--- config.mk ---
export PLATFORM = sky130hd
export DESIGN_NAME = trap_entry_ctrl
export DESIGN_NICKNAME = d
export VERILOG_FILES = /design/src/rtl/trap_pkg.sv /design/src/rtl/trap_target_sel.sv /design/src/rtl/trap_status_stack.sv /design/src/rtl/trap_vec_gen.sv /design/src/rtl/trap_level_regs.sv /design/src/rtl/trap_entry_ctrl.sv
export SDC_FILE = /design/constraint.sdc
export NUM_CORES = 1
export LEC_CHECK = 0
export ABC_CLOCK_PERIOD_IN_PS = 5730
export BUFFER_PORTS_ARGS = -buffer_cell sky130_fd_sc_hd__buf_2
export CAP_MARGIN = 40
export CORE_AREA = 2 2 481 483
export DETAILED_ROUTE_END_ITERATION = 16
export DIE_AREA = 0 0 483 485
export RECOVER_POWER = 100
export SETUP_SLACK_MARGIN = 0.3
export SLEW_MARGIN = 0
export SYNTH_ARGS = -nofsm -noshare
export SYNTH_HDL_FRONTEND = slang
export SYNTH_HIERARCHICAL = 1
export SYNTH_SLANG_ARGS = --single-unit
--- constraint.sdc ---
create_clock -name clk -period 5.73 [get_ports clk]
set_input_delay 0.2865 -clock clk [delete_from_list [all_inputs] [get_ports clk]]
set_output_delay 0.2865 -clock clk [all_outputs]
set_load 0.05 [all_outputs]
--- src/rtl/trap_pkg.sv ---
package trap_pkg;

    localparam int CODE_W_DEF = 6;
    localparam int NLEVELS    = 3;

    typedef enum logic [1:0] {
        PRIV_U = 2'd0,
        PRIV_S = 2'd1,
        PRIV_M = 2'd3
    } priv_e;

    // bit 0 is uie, bit 9 is mprv
    typedef struct packed {
        logic       mprv;
        logic [1:0] mpp;
        logic       spp;
        logic       mpie;
        logic       spie;
        logic       upie;
        logic       mie;
        logic       sie;
        logic       uie;
    } status_t;

    localparam int STATUS_W = $bits(status_t);

    // register bank index: user 0, supervisor 1, machine 2
    function automatic logic [1:0] bank_of(priv_e p);
        case (p)
            PRIV_U:  return 2'd0;
            PRIV_S:  return 2'd1;
            default: return 2'd2;
        endcase
    endfunction

endpackage

--- src/rtl/trap_target_sel.sv ---
module trap_target_sel
    import trap_pkg::*;
#(
    parameter int CODE_W = CODE_W_DEF,
    localparam int DW    = 1 << CODE_W
) (
    input  logic              is_irq,
    input  logic [CODE_W-1:0] code,
    input  logic [1:0]        cur,
    input  logic [DW-1:0]     irq_to_s,
    input  logic [DW-1:0]     exc_to_s,
    input  logic [DW-1:0]     irq_to_u,
    input  logic [DW-1:0]     exc_to_u,
    output priv_e             target
);
    logic to_s_bit;
    logic to_u_bit;

    always_comb begin
        to_s_bit = is_irq ? irq_to_s[code] : exc_to_s[code];
        to_u_bit = is_irq ? irq_to_u[code] : exc_to_u[code];
        target   = PRIV_M;
        if (cur != PRIV_M && to_s_bit) begin
            target = PRIV_S;
        end
        // user rule is applied last and wins over the supervisor rule
        if (cur == PRIV_U && to_u_bit) begin
            target = PRIV_U;
        end
    end
endmodule

--- src/rtl/trap_status_stack.sv ---
module trap_status_stack
    import trap_pkg::*;
(
    input  status_t    cur_st,
    input  logic [1:0] cur,
    input  priv_e      target,
    output status_t    nxt_st
);
    always_comb begin
        nxt_st = cur_st;
        case (target)
            PRIV_M: begin
                nxt_st.mpp  = cur;
                nxt_st.mpie = cur_st.mie;
                nxt_st.mie  = 1'b0;
            end
            PRIV_S: begin
                nxt_st.spp  = cur[0];
                nxt_st.spie = cur_st.sie;
                nxt_st.sie  = 1'b0;
            end
            default: begin
                nxt_st.upie = cur_st.uie;
                nxt_st.uie  = 1'b0;
            end
        endcase
    end
endmodule

--- src/rtl/trap_vec_gen.sv ---
module trap_vec_gen #(
    parameter int XLEN   = 64,
    parameter int CODE_W = 6
) (
    input  logic              is_irq,
    input  logic [CODE_W-1:0] code,
    input  logic [XLEN-1:0]   hvec,
    output logic [XLEN-1:0]   handler_pc
);
    localparam logic [1:0] MODE_VECTORED = 2'd1;

    logic [XLEN-1:0] base;
    logic [XLEN-1:0] offset;

    always_comb begin
        base   = {hvec[XLEN-1:2], 2'b00};
        offset = XLEN'(code) << 2;
        if (is_irq && hvec[1:0] == MODE_VECTORED) begin
            handler_pc = base + offset;
        end else begin
            handler_pc = base;
        end
    end
endmodule

--- src/rtl/trap_level_regs.sv ---
module trap_level_regs #(
    parameter int XLEN = 64
) (
    input  logic            clk,
    input  logic            rst,
    input  logic            we,
    input  logic [XLEN-1:0] cause_d,
    input  logic [XLEN-1:0] epc_d,
    input  logic [XLEN-1:0] tval_d,
    output logic [XLEN-1:0] cause_q,
    output logic [XLEN-1:0] epc_q,
    output logic [XLEN-1:0] tval_q
);
    always_ff @(posedge clk) begin
        if (rst) begin
            cause_q <= '0;
            epc_q   <= '0;
            tval_q  <= '0;
        end else if (we) begin
            cause_q <= cause_d;
            epc_q   <= epc_d;
            tval_q  <= tval_d;
        end
    end
endmodule

--- src/rtl/trap_entry_ctrl.sv ---
module trap_entry_ctrl
    import trap_pkg::*;
#(
    parameter int              XLEN      = 64,
    parameter int              CODE_W    = CODE_W_DEF,
    parameter logic [XLEN-1:0] RESET_VEC = 'h1000,
    localparam int             DW        = 1 << CODE_W
) (
    input  logic                clk,
    input  logic                rst,
    input  logic                trap_req,
    input  logic                trap_is_irq,
    input  logic [CODE_W-1:0]   trap_code,
    input  logic [1:0]          cur_priv,
    input  logic [STATUS_W-1:0] cur_status,
    input  logic [XLEN-1:0]     trap_pc,
    input  logic [XLEN-1:0]     trap_val,
    input  logic [DW-1:0]       dlg_irq_s,
    input  logic [DW-1:0]       dlg_exc_s,
    input  logic [DW-1:0]       dlg_irq_u,
    input  logic [DW-1:0]       dlg_exc_u,
    input  logic [XLEN-1:0]     hvec_m,
    input  logic [XLEN-1:0]     hvec_s,
    input  logic [XLEN-1:0]     hvec_u,
    output logic [1:0]          priv_q,
    output logic [STATUS_W-1:0] status_q,
    output logic [XLEN-1:0]     cause_m,
    output logic [XLEN-1:0]     cause_s,
    output logic [XLEN-1:0]     cause_u,
    output logic [XLEN-1:0]     epc_m,
    output logic [XLEN-1:0]     epc_s,
    output logic [XLEN-1:0]     epc_u,
    output logic [XLEN-1:0]     tval_m,
    output logic [XLEN-1:0]     tval_s,
    output logic [XLEN-1:0]     tval_u,
    output logic                redirect_valid,
    output logic [XLEN-1:0]     redirect_pc
);
    priv_e           target;
    logic [1:0]      tgt_bank;
    status_t         st_in;
    status_t         st_next;
    status_t         st_r;
    priv_e           priv_r;
    logic [XLEN-1:0] cause_val;
    logic [XLEN-1:0] hvec_sel;
    logic [XLEN-1:0] handler_pc;
    logic            rdr_v_r;
    logic [XLEN-1:0] rdr_pc_r;

    logic [XLEN-1:0] cause_a [NLEVELS];
    logic [XLEN-1:0] epc_a   [NLEVELS];
    logic [XLEN-1:0] tval_a  [NLEVELS];

    assign st_in = status_t'(cur_status);

    trap_target_sel #(.CODE_W(CODE_W)) u_sel (
        .is_irq   (trap_is_irq),
        .code     (trap_code),
        .cur      (cur_priv),
        .irq_to_s (dlg_irq_s),
        .exc_to_s (dlg_exc_s),
        .irq_to_u (dlg_irq_u),
        .exc_to_u (dlg_exc_u),
        .target   (target)
    );

    trap_status_stack u_stack (
        .cur_st (st_in),
        .cur    (cur_priv),
        .target (target),
        .nxt_st (st_next)
    );

    always_comb begin
        tgt_bank = bank_of(target);
        cause_val = XLEN'(trap_code);
        cause_val[XLEN-1] = trap_is_irq;
        case (target)
            PRIV_U:  hvec_sel = hvec_u;
            PRIV_S:  hvec_sel = hvec_s;
            default: hvec_sel = hvec_m;
        endcase
    end

    trap_vec_gen #(.XLEN(XLEN), .CODE_W(CODE_W)) u_vec (
        .is_irq     (trap_is_irq),
        .code       (trap_code),
        .hvec       (hvec_sel),
        .handler_pc (handler_pc)
    );

    for (genvar g = 0; g < NLEVELS; g++) begin : g_bank
        trap_level_regs #(.XLEN(XLEN)) u_regs (
            .clk     (clk),
            .rst     (rst),
            .we      (trap_req && tgt_bank == 2'(g)),
            .cause_d (cause_val),
            .epc_d   (trap_pc),
            .tval_d  (trap_val),
            .cause_q (cause_a[g]),
            .epc_q   (epc_a[g]),
            .tval_q  (tval_a[g])
        );
    end

    always_ff @(posedge clk) begin
        if (rst) begin
            priv_r   <= PRIV_M;
            st_r     <= '0;
            rdr_v_r  <= 1'b1;
            rdr_pc_r <= RESET_VEC;
        end else begin
            rdr_v_r <= trap_req;
            if (trap_req) begin
                priv_r   <= target;
                st_r     <= st_next;
                rdr_pc_r <= handler_pc;
            end
        end
    end

    assign priv_q         = priv_r;
    assign status_q       = st_r;
    assign redirect_valid = rdr_v_r;
    assign redirect_pc    = rdr_pc_r;
    assign cause_u        = cause_a[0];
    assign cause_s        = cause_a[1];
    assign cause_m        = cause_a[2];
    assign epc_u          = epc_a[0];
    assign epc_s          = epc_a[1];
    assign epc_m          = epc_a[2];
    assign tval_u         = tval_a[0];
    assign tval_s         = tval_a[1];
    assign tval_m         = tval_a[2];

    AST_MACHINE_KEEPS_MACHINE: assert property (@(posedge clk) disable iff (rst)
        trap_req && cur_priv == PRIV_M |=> priv_q == PRIV_M);

    AST_TARGET_NOT_BELOW_SOURCE: assert property (@(posedge clk) disable iff (rst)
        trap_req && cur_priv != 2'd2 |=> priv_q >= $past(cur_priv));

    AST_MACHINE_ENTRY_MASKS: assert property (@(posedge clk) disable iff (rst)
        trap_req |=> (priv_r != PRIV_M) || !st_r.mie);

    AST_REDIRECT_AFTER_REQ: assert property (@(posedge clk) disable iff (rst)
        trap_req |=> redirect_valid);

    AST_NO_REDIRECT_IDLE: assert property (@(posedge clk) disable iff (rst)
        !trap_req |=> !redirect_valid);

    AST_CAUSE_HELD_IDLE: assert property (@(posedge clk) disable iff (rst)
        !trap_req |=> $stable(cause_m) && $stable(cause_s) && $stable(cause_u));

    AST_HANDLER_ALIGNED: assert property (@(posedge clk) disable iff (rst)
        redirect_valid |-> redirect_pc[1:0] == 2'b00);

endmodule

# After elaboration in Yosys (flattened, before gate mapping)
# Index checks and enable logic that the tools add are counted.
[totals] reg_bits=482 latch_bits=0 mem_bits_rw=0 rom_bits=0 inputBits=598 out_inout_bits=653 wordCells=62 n_memories=0
[classes] addsub=1 mul=0 div_mod_pow=0 order_cmp=1 n_eq_ne=6 n_shift=0 mux=23 bitwise_logic=0 n_reduce_logical=10
[op_table] cell="$pmux W64 S2" count=1
[op_table] cell="$add A64 B8 Y64" count=1
[op_table] cell="$mux W64" count=1
[op_table] cell="$bmux W1 S6" count=4
[op_table] cell="$mux W1" count=13
[op_table] cell="$lt A6 B7 Y1 const B" count=1
[op_table] cell="$eq A2 B1 Y1 const B" count=3
[op_table] cell="$logic_and A1 B1 Y1" count=6
[op_table] cell="$logic_not A2 Y1" count=3
[op_table] cell="$mux W2" count=3
[op_table] cell="$eq A2 B2 Y1 const B" count=2
[op_table] cell="$pmux W2 S2" count=1
[op_table] cell="$ne A2 B2 Y1 const B" count=1
[op_table] cell="$reduce_or A2 Y1" count=1

# Logic depth before layout (Yosys ltp)
[depth] word_depth=11 depth_mapped=23 depth_no_buf=17

# Hierarchy
# The synthesis kept the hierarchy.
[by_module_without_submodules] mod="trap_level_regs" n_inst=3 cells_per_inst=619 area_per_inst_um2=7000.5 seq_area_each_um2=3843.7
[by_module_without_submodules] mod="trap_entry_ctrl" n_inst=1 cells_per_inst=466 area_per_inst_um2=4125.2 seq_area_each_um2=1541.5
[by_module_without_submodules] mod="trap_target_sel" n_inst=1 cells_per_inst=164 area_per_inst_um2=2184.6 seq_area_each_um2=0.0
[by_module_without_submodules] mod="trap_vec_gen" n_inst=1 cells_per_inst=234 area_per_inst_um2=1636.6 seq_area_each_um2=0.0
[by_module_without_submodules] mod="trap_status_stack" n_inst=1 cells_per_inst=12 area_per_inst_um2=126.4 seq_area_each_um2=0.0

# Worst setup path after synthesis
# Ideal clock, no wire load.
[synth_path] path_kind="input-to-reg" start="in trap_code[0]" end="reg rdr_pc_r[17], in the netlist redirect_pc[17]" setup_ps=128 t_arrival_ps=4395 required_ps=5602 setup_slack_ps=1207 path_stages=21 n_path_buf=5 path_cell_list="buf_6 > buf_6 > mux4_2 > a22oi_1 > a21oi_1 > nor4_1 > a2111o_1 > o311a_1 > buf_4 > buf_2 > nand2_1 > o21ai_0 > ha_1 > a211oi_1 > o31ai_4 > and3_1 > buf_2 > and3_1 > xor2_1 > mux2i_1 > nor2_1"
[synth_between] word_cells_on_any_way=21 classes_between="add/sub: 1; eq/ne: 2; mux: 14; reduce/logical: 4"
[synth_lines] item="start: declaration" line="trap_entry_ctrl.sv:13" text="input logic [CODE_W-1:0] trap_code,"
[synth_lines] item="$bmux W1 S6" line="trap_target_sel.sv:21" text="to_u_bit = is_irq ? irq_to_u[code] : exc_to_u[code];"
[synth_lines] item="$mux W1 (implied by the code)" line="trap_target_sel.sv:21"
[synth_lines] item="$mux W1 *" line="trap_target_sel.sv:21"
[synth_lines] item="$logic_and A1 B1 Y1 *" line="trap_target_sel.sv:27" text="if (cur == PRIV_U && to_u_bit) begin"
[synth_lines] item="$mux W2 *" line="trap_target_sel.sv:27"
[synth_lines] item="net target[0]" line="trap_entry_ctrl.sv:39" text="priv_e target;"
[synth_lines] item="$eq A2 B1 Y1 or $logic_not A2 Y1 (tied branches)" line="trap_entry_ctrl.sv:79" text="case (target)"
[synth_lines] item="$pmux W64 S2 *" line="trap_entry_ctrl.sv:79"
[synth_lines] item="net hvec_sel[6]" line="trap_entry_ctrl.sv:46" text="logic [XLEN-1:0] hvec_sel;"
[synth_lines] item="$add A64 B8 Y64 *" line="trap_vec_gen.sv:19" text="handler_pc = base + offset;"
[synth_lines] item="$mux W64 *" line="trap_vec_gen.sv:18" text="if (is_irq && hvec[1:0] == MODE_VECTORED) begin"
[synth_lines] item="net handler_pc[17]" line="trap_entry_ctrl.sv:47" text="logic [XLEN-1:0] handler_pc;"
[synth_lines] item="end signal: assignment" line="trap_entry_ctrl.sv:118" text="rdr_pc_r <= handler_pc;"
[synth_lines] item="end: declaration" line="trap_entry_ctrl.sv:49" text="logic [XLEN-1:0] rdr_pc_r;"
# The timed path passes the listed nets; every way through them passes the cells marked *. The select of a mux whose other input is x is not followed.
# A chain may end at the register's enable or synchronous reset.

# Worst setup path after layout
[layout_path] start="in trap_code[2]" end="reg g_bank[1].u_regs.epc_q[30]"
[layout_between] word_cells_on_any_way=19 classes_between="eq/ne: 2; mux: 13; reduce/logical: 4"
[layout_lines] item="$bmux W1 S6" line="trap_target_sel.sv:21"
[layout_lines] item="$mux W1 (implied by the code)" line="trap_target_sel.sv:21"
[layout_lines] item="$mux W1 *" line="trap_target_sel.sv:21"
[layout_lines] item="$logic_and A1 B1 Y1 *" line="trap_target_sel.sv:27"
[layout_lines] item="$mux W2 *" line="trap_target_sel.sv:27"
[layout_lines] item="net target[0]" line="trap_entry_ctrl.sv:39"
[layout_lines] item="$eq A2 B1 Y1 or $logic_not A2 Y1 (tied branches)" line="trap_pkg.sv:29" text="case (p)"
[layout_lines] item="$pmux W2 S2 *" line="trap_pkg.sv:29"
[layout_lines] item="$eq A2 B1 Y1 *" line="trap_entry_ctrl.sv:97" text=".we (trap_req && tgt_bank == 2'(g)),"
[layout_lines] item="$logic_and A1 B1 Y1 *" line="trap_entry_ctrl.sv:97"
[layout_lines] item="end signal: assignment" line="trap_level_regs.sv:21" text="epc_q <= epc_d;"
[layout_lines] item="end: declaration" line="trap_level_regs.sv:11" text="output logic [XLEN-1:0] epc_q,"
# Marked as above.

==> summary.txt <==
Floorplanning
  • Starting density of the core: 0.127
  • Die Height: between 400 and 500 um
  • Die width: 483 um
  • Core area: 229000 um2
  • Die area: 234000 um2
  • # IOs: around 1300
  • FP Rows: 176

GRT
  • Largest net degree at the start of global routing: 175
  • Grt total ovfl: 0
  • Antenna violations before repair: 51
  • First-pass GRT wire length: 202 mm
  • GRT Total Usage: 0.121
  • Vias in the first global route: 26400

Final layout
  • # nets final: 4902
  • Design Area, Final: 41900 um2
  • Layout cell share with drive strength beyond 1: 0.211
  • P&R area growth vs syn: 44.2%
  • Fillers: 25700
  • Final Core Density: 0.183

Critical path
  • CP Launch Type: input port
  • CP endpoint kind: flop
  • Crit path max fanout: 33
  • WP data required: 6190 ps
  • Worst Setup Path Type: in -> reg
  • Arr. time, crit path: ~5700 ps
  • Worst reg-to-reg path cell count: 2

Worst hold path
  • Worst hold path depth: 4
  • Worst min path class: in -> reg

STA
  • RSZ-0062 raised after global routing: no
  • Maximum clock rate: between 150 and 200 MHz
  • Slew HR: -1.09
  • Crit path time final: 5270 ps
  • Setup_tns: 0 ps
  • Tcrit/Tclk final: 0.920
  • Final WS setup: roughly 460 ps
  • Pins Over Slew Limit: 444
  • Final hold violations: 0
  • Least-Margin Pin Slew: 3130 ps
  • Clock skew: 0 ps
  • Setup violations, final: 0

Detailed routing
  • Initial drt markers: 1414
  • DR vias: 26600
  • Detail Route Antenna Nets: 0
  • Initial DRT Pass Iterations: 5
  • Wire length per cell: 20.1 um
  • Via/cell ratio: 3.59
  • DRC: 0
  • Routed wire length: approximately 150 mm

Placement
  • Placed inst area: 39000 um2
  • Placer Congestion: 1.01
  • HPWL Detailed: ~120 mm
  • Port Buffer Count: 1250
  • Pre-CTS setup slack: ~100 ps

CTS
  • Max clock buf depth: 3
  • H-tree depth: 3
  • Worst-path clk slew: approximately 60 ps
  • Clock Sinks: 653
  • Setup bufs post-CTS: 0
  • Worst skew pair latency: 680 ps
  • Root buf cell: clkbuf_16
  • CTS tree: yes
  • CTS buffer count: 77

Flow run
  • Max-Cap Viols: 6

Yosys
  • Count of cell types in the netlist: 66
  • Dominant cells by area after synthesis: dfxtp_1 (45%), mux2i_1 (25%), nor2_1 (8.7%), mux4_2 (5.0%), buf_12 (4.3%)
  • Ys Warns: 6
  • Top FF cell, synth: dfxtp_1
  • Most instantiated cells after synthesis: mux2i_1 (731), nor2_1 (672), dfxtp_1 (653)
  • Mapped Cells: 2733
  • Flops & latches, synth: about 650
  • Sequential element share of the synthesized area: 0.450
  • Area leader, netlist: dfxtp_1
  • Top-area cell type share of the netlist area: 0.450
  • Async SR Flop Fraction: 0
  • Count leader, synth: mux2i_1
  • Syn_area_per_cell: about 11 um2
  • Mapped cell area: approximately 29000 um2
  • Number of synthesized flops with an enable pin: 0

Outcome
  • Status: finished with violations
  • Failing checks: max-capacitance violations, max-slew violations

Pwr
  • P_leak: about 17 nW
  • Final Power: approximately 14 mW
  • Pwr Density: 323 nW/um2
  • Peak VDD IR: 0.190 mV
## state kept, by name, indices dropped and copies added, names as in the netlist
name                   flops
g_bank.u_regs/cause_q    192
g_bank.u_regs/epc_q      192
g_bank.u_regs/tval_q     192
priv_q                     2
redirect_pc               64
redirect_valid             1
status_q                  10
## metrics by stage
stage	cells	hold slack, ps
after floorplan	2904	434
after global placement	7111	455
after detailed placement	7112	460
after CTS	7381	0.492
after global routing	7393	44.8
final	7399	97.8
## power by group
| group | leakage, nW | total, mW | switching, mW | internal [mW] |
|---|---|---|---|---|
| sequential | 5.32 | 4.98 | 0.162 | 4.82 |
| combinational | 10.1 | 3.41 | 2.37 | 1.05 |
| clock | 1.27 | 5.13 | 2.16 | 2.96 |
## area by class of cell
type,count,area (um2),share of cell area
antenna,18,45.0,0.00107
clock buffer,102,2160,0.0516
clock inverter,35,469,0.0112
inverter,11,41.3,0.000985
multi-input combinational,2041,14500,0.346
sequential,653,13100,0.312
tap,3026,3790,0.0903
timing repair buffer,1513,7840,0.187
## path summary, 6_finish.rpt
check / slack, ps / end / start
setup / recovery: 460 / g_bank[1].u_regs/epc_q[30] / trap_code[2]
hold / removal: 100 / status_q[2] / cur_status[2]
hold reg to reg: 480 / priv_q[1] / priv_q[1]
setup reg to reg: 4870 / redirect_pc[51] / redirect_pc[51]
## logic make-up (layout without fill, tap and decap cells)
group / after synthesis / count (layout) / synth area share
flops: 653 / 653 / 0.450
xor+xnor: 60 / 60 / 0.0181
other cells: 2 / 191 / 0.000258
fa+ha+maj: 7 / 7 / 0.00327
simple gates: 884 / 884 / 0.128
compound gates: 113 / 113 / 0.0231
buf+inv: 210 / 1661 / 0.0726
mux: 804 / 804 / 0.306
## layout by cell type, fill, tap and decap left out, drive strengths merged, types with 19 or more instances in the layout
master and instances:
buf 695, o21ai 71, nand4 19, dlygate4sd3 132, nand2 97, xor2 34
nand3 23, nor2 672, mux2i 731, clkbuf 788, xnor2 26, mux4 65
conb 173, dfxtp 653
## layer usage
layer	up-vias	wire length, um	global-route usage
li1	12400	-	-
met1	12600	58200	0.139
met2	1240	68400	0.197
met3	315	13600	0.0423
met4	22	8650	0.0660
met5	-	153	0
## timing repair
action,in CTS,in global routing
setup endpoints to repair,0,0
hold endpoints to repair,385,0
hold buffers,132,0
gates resized for setup,0,0
## worst max-delay path, cell delays in order
cell      delay (ps)
buf_2            470
and2_0           470
a22oi_1          170
a21boi_0         230
nor4_1            80
clkbuf_1         150
buf_4            170
a2111o_2         520
o311a_4          290
buf_12           230
nor3b_1          310
clkbuf_2         980
clkbuf_1         890
mux2i_1          270
nor2_1            60
(Power assumes the default switching activity.)
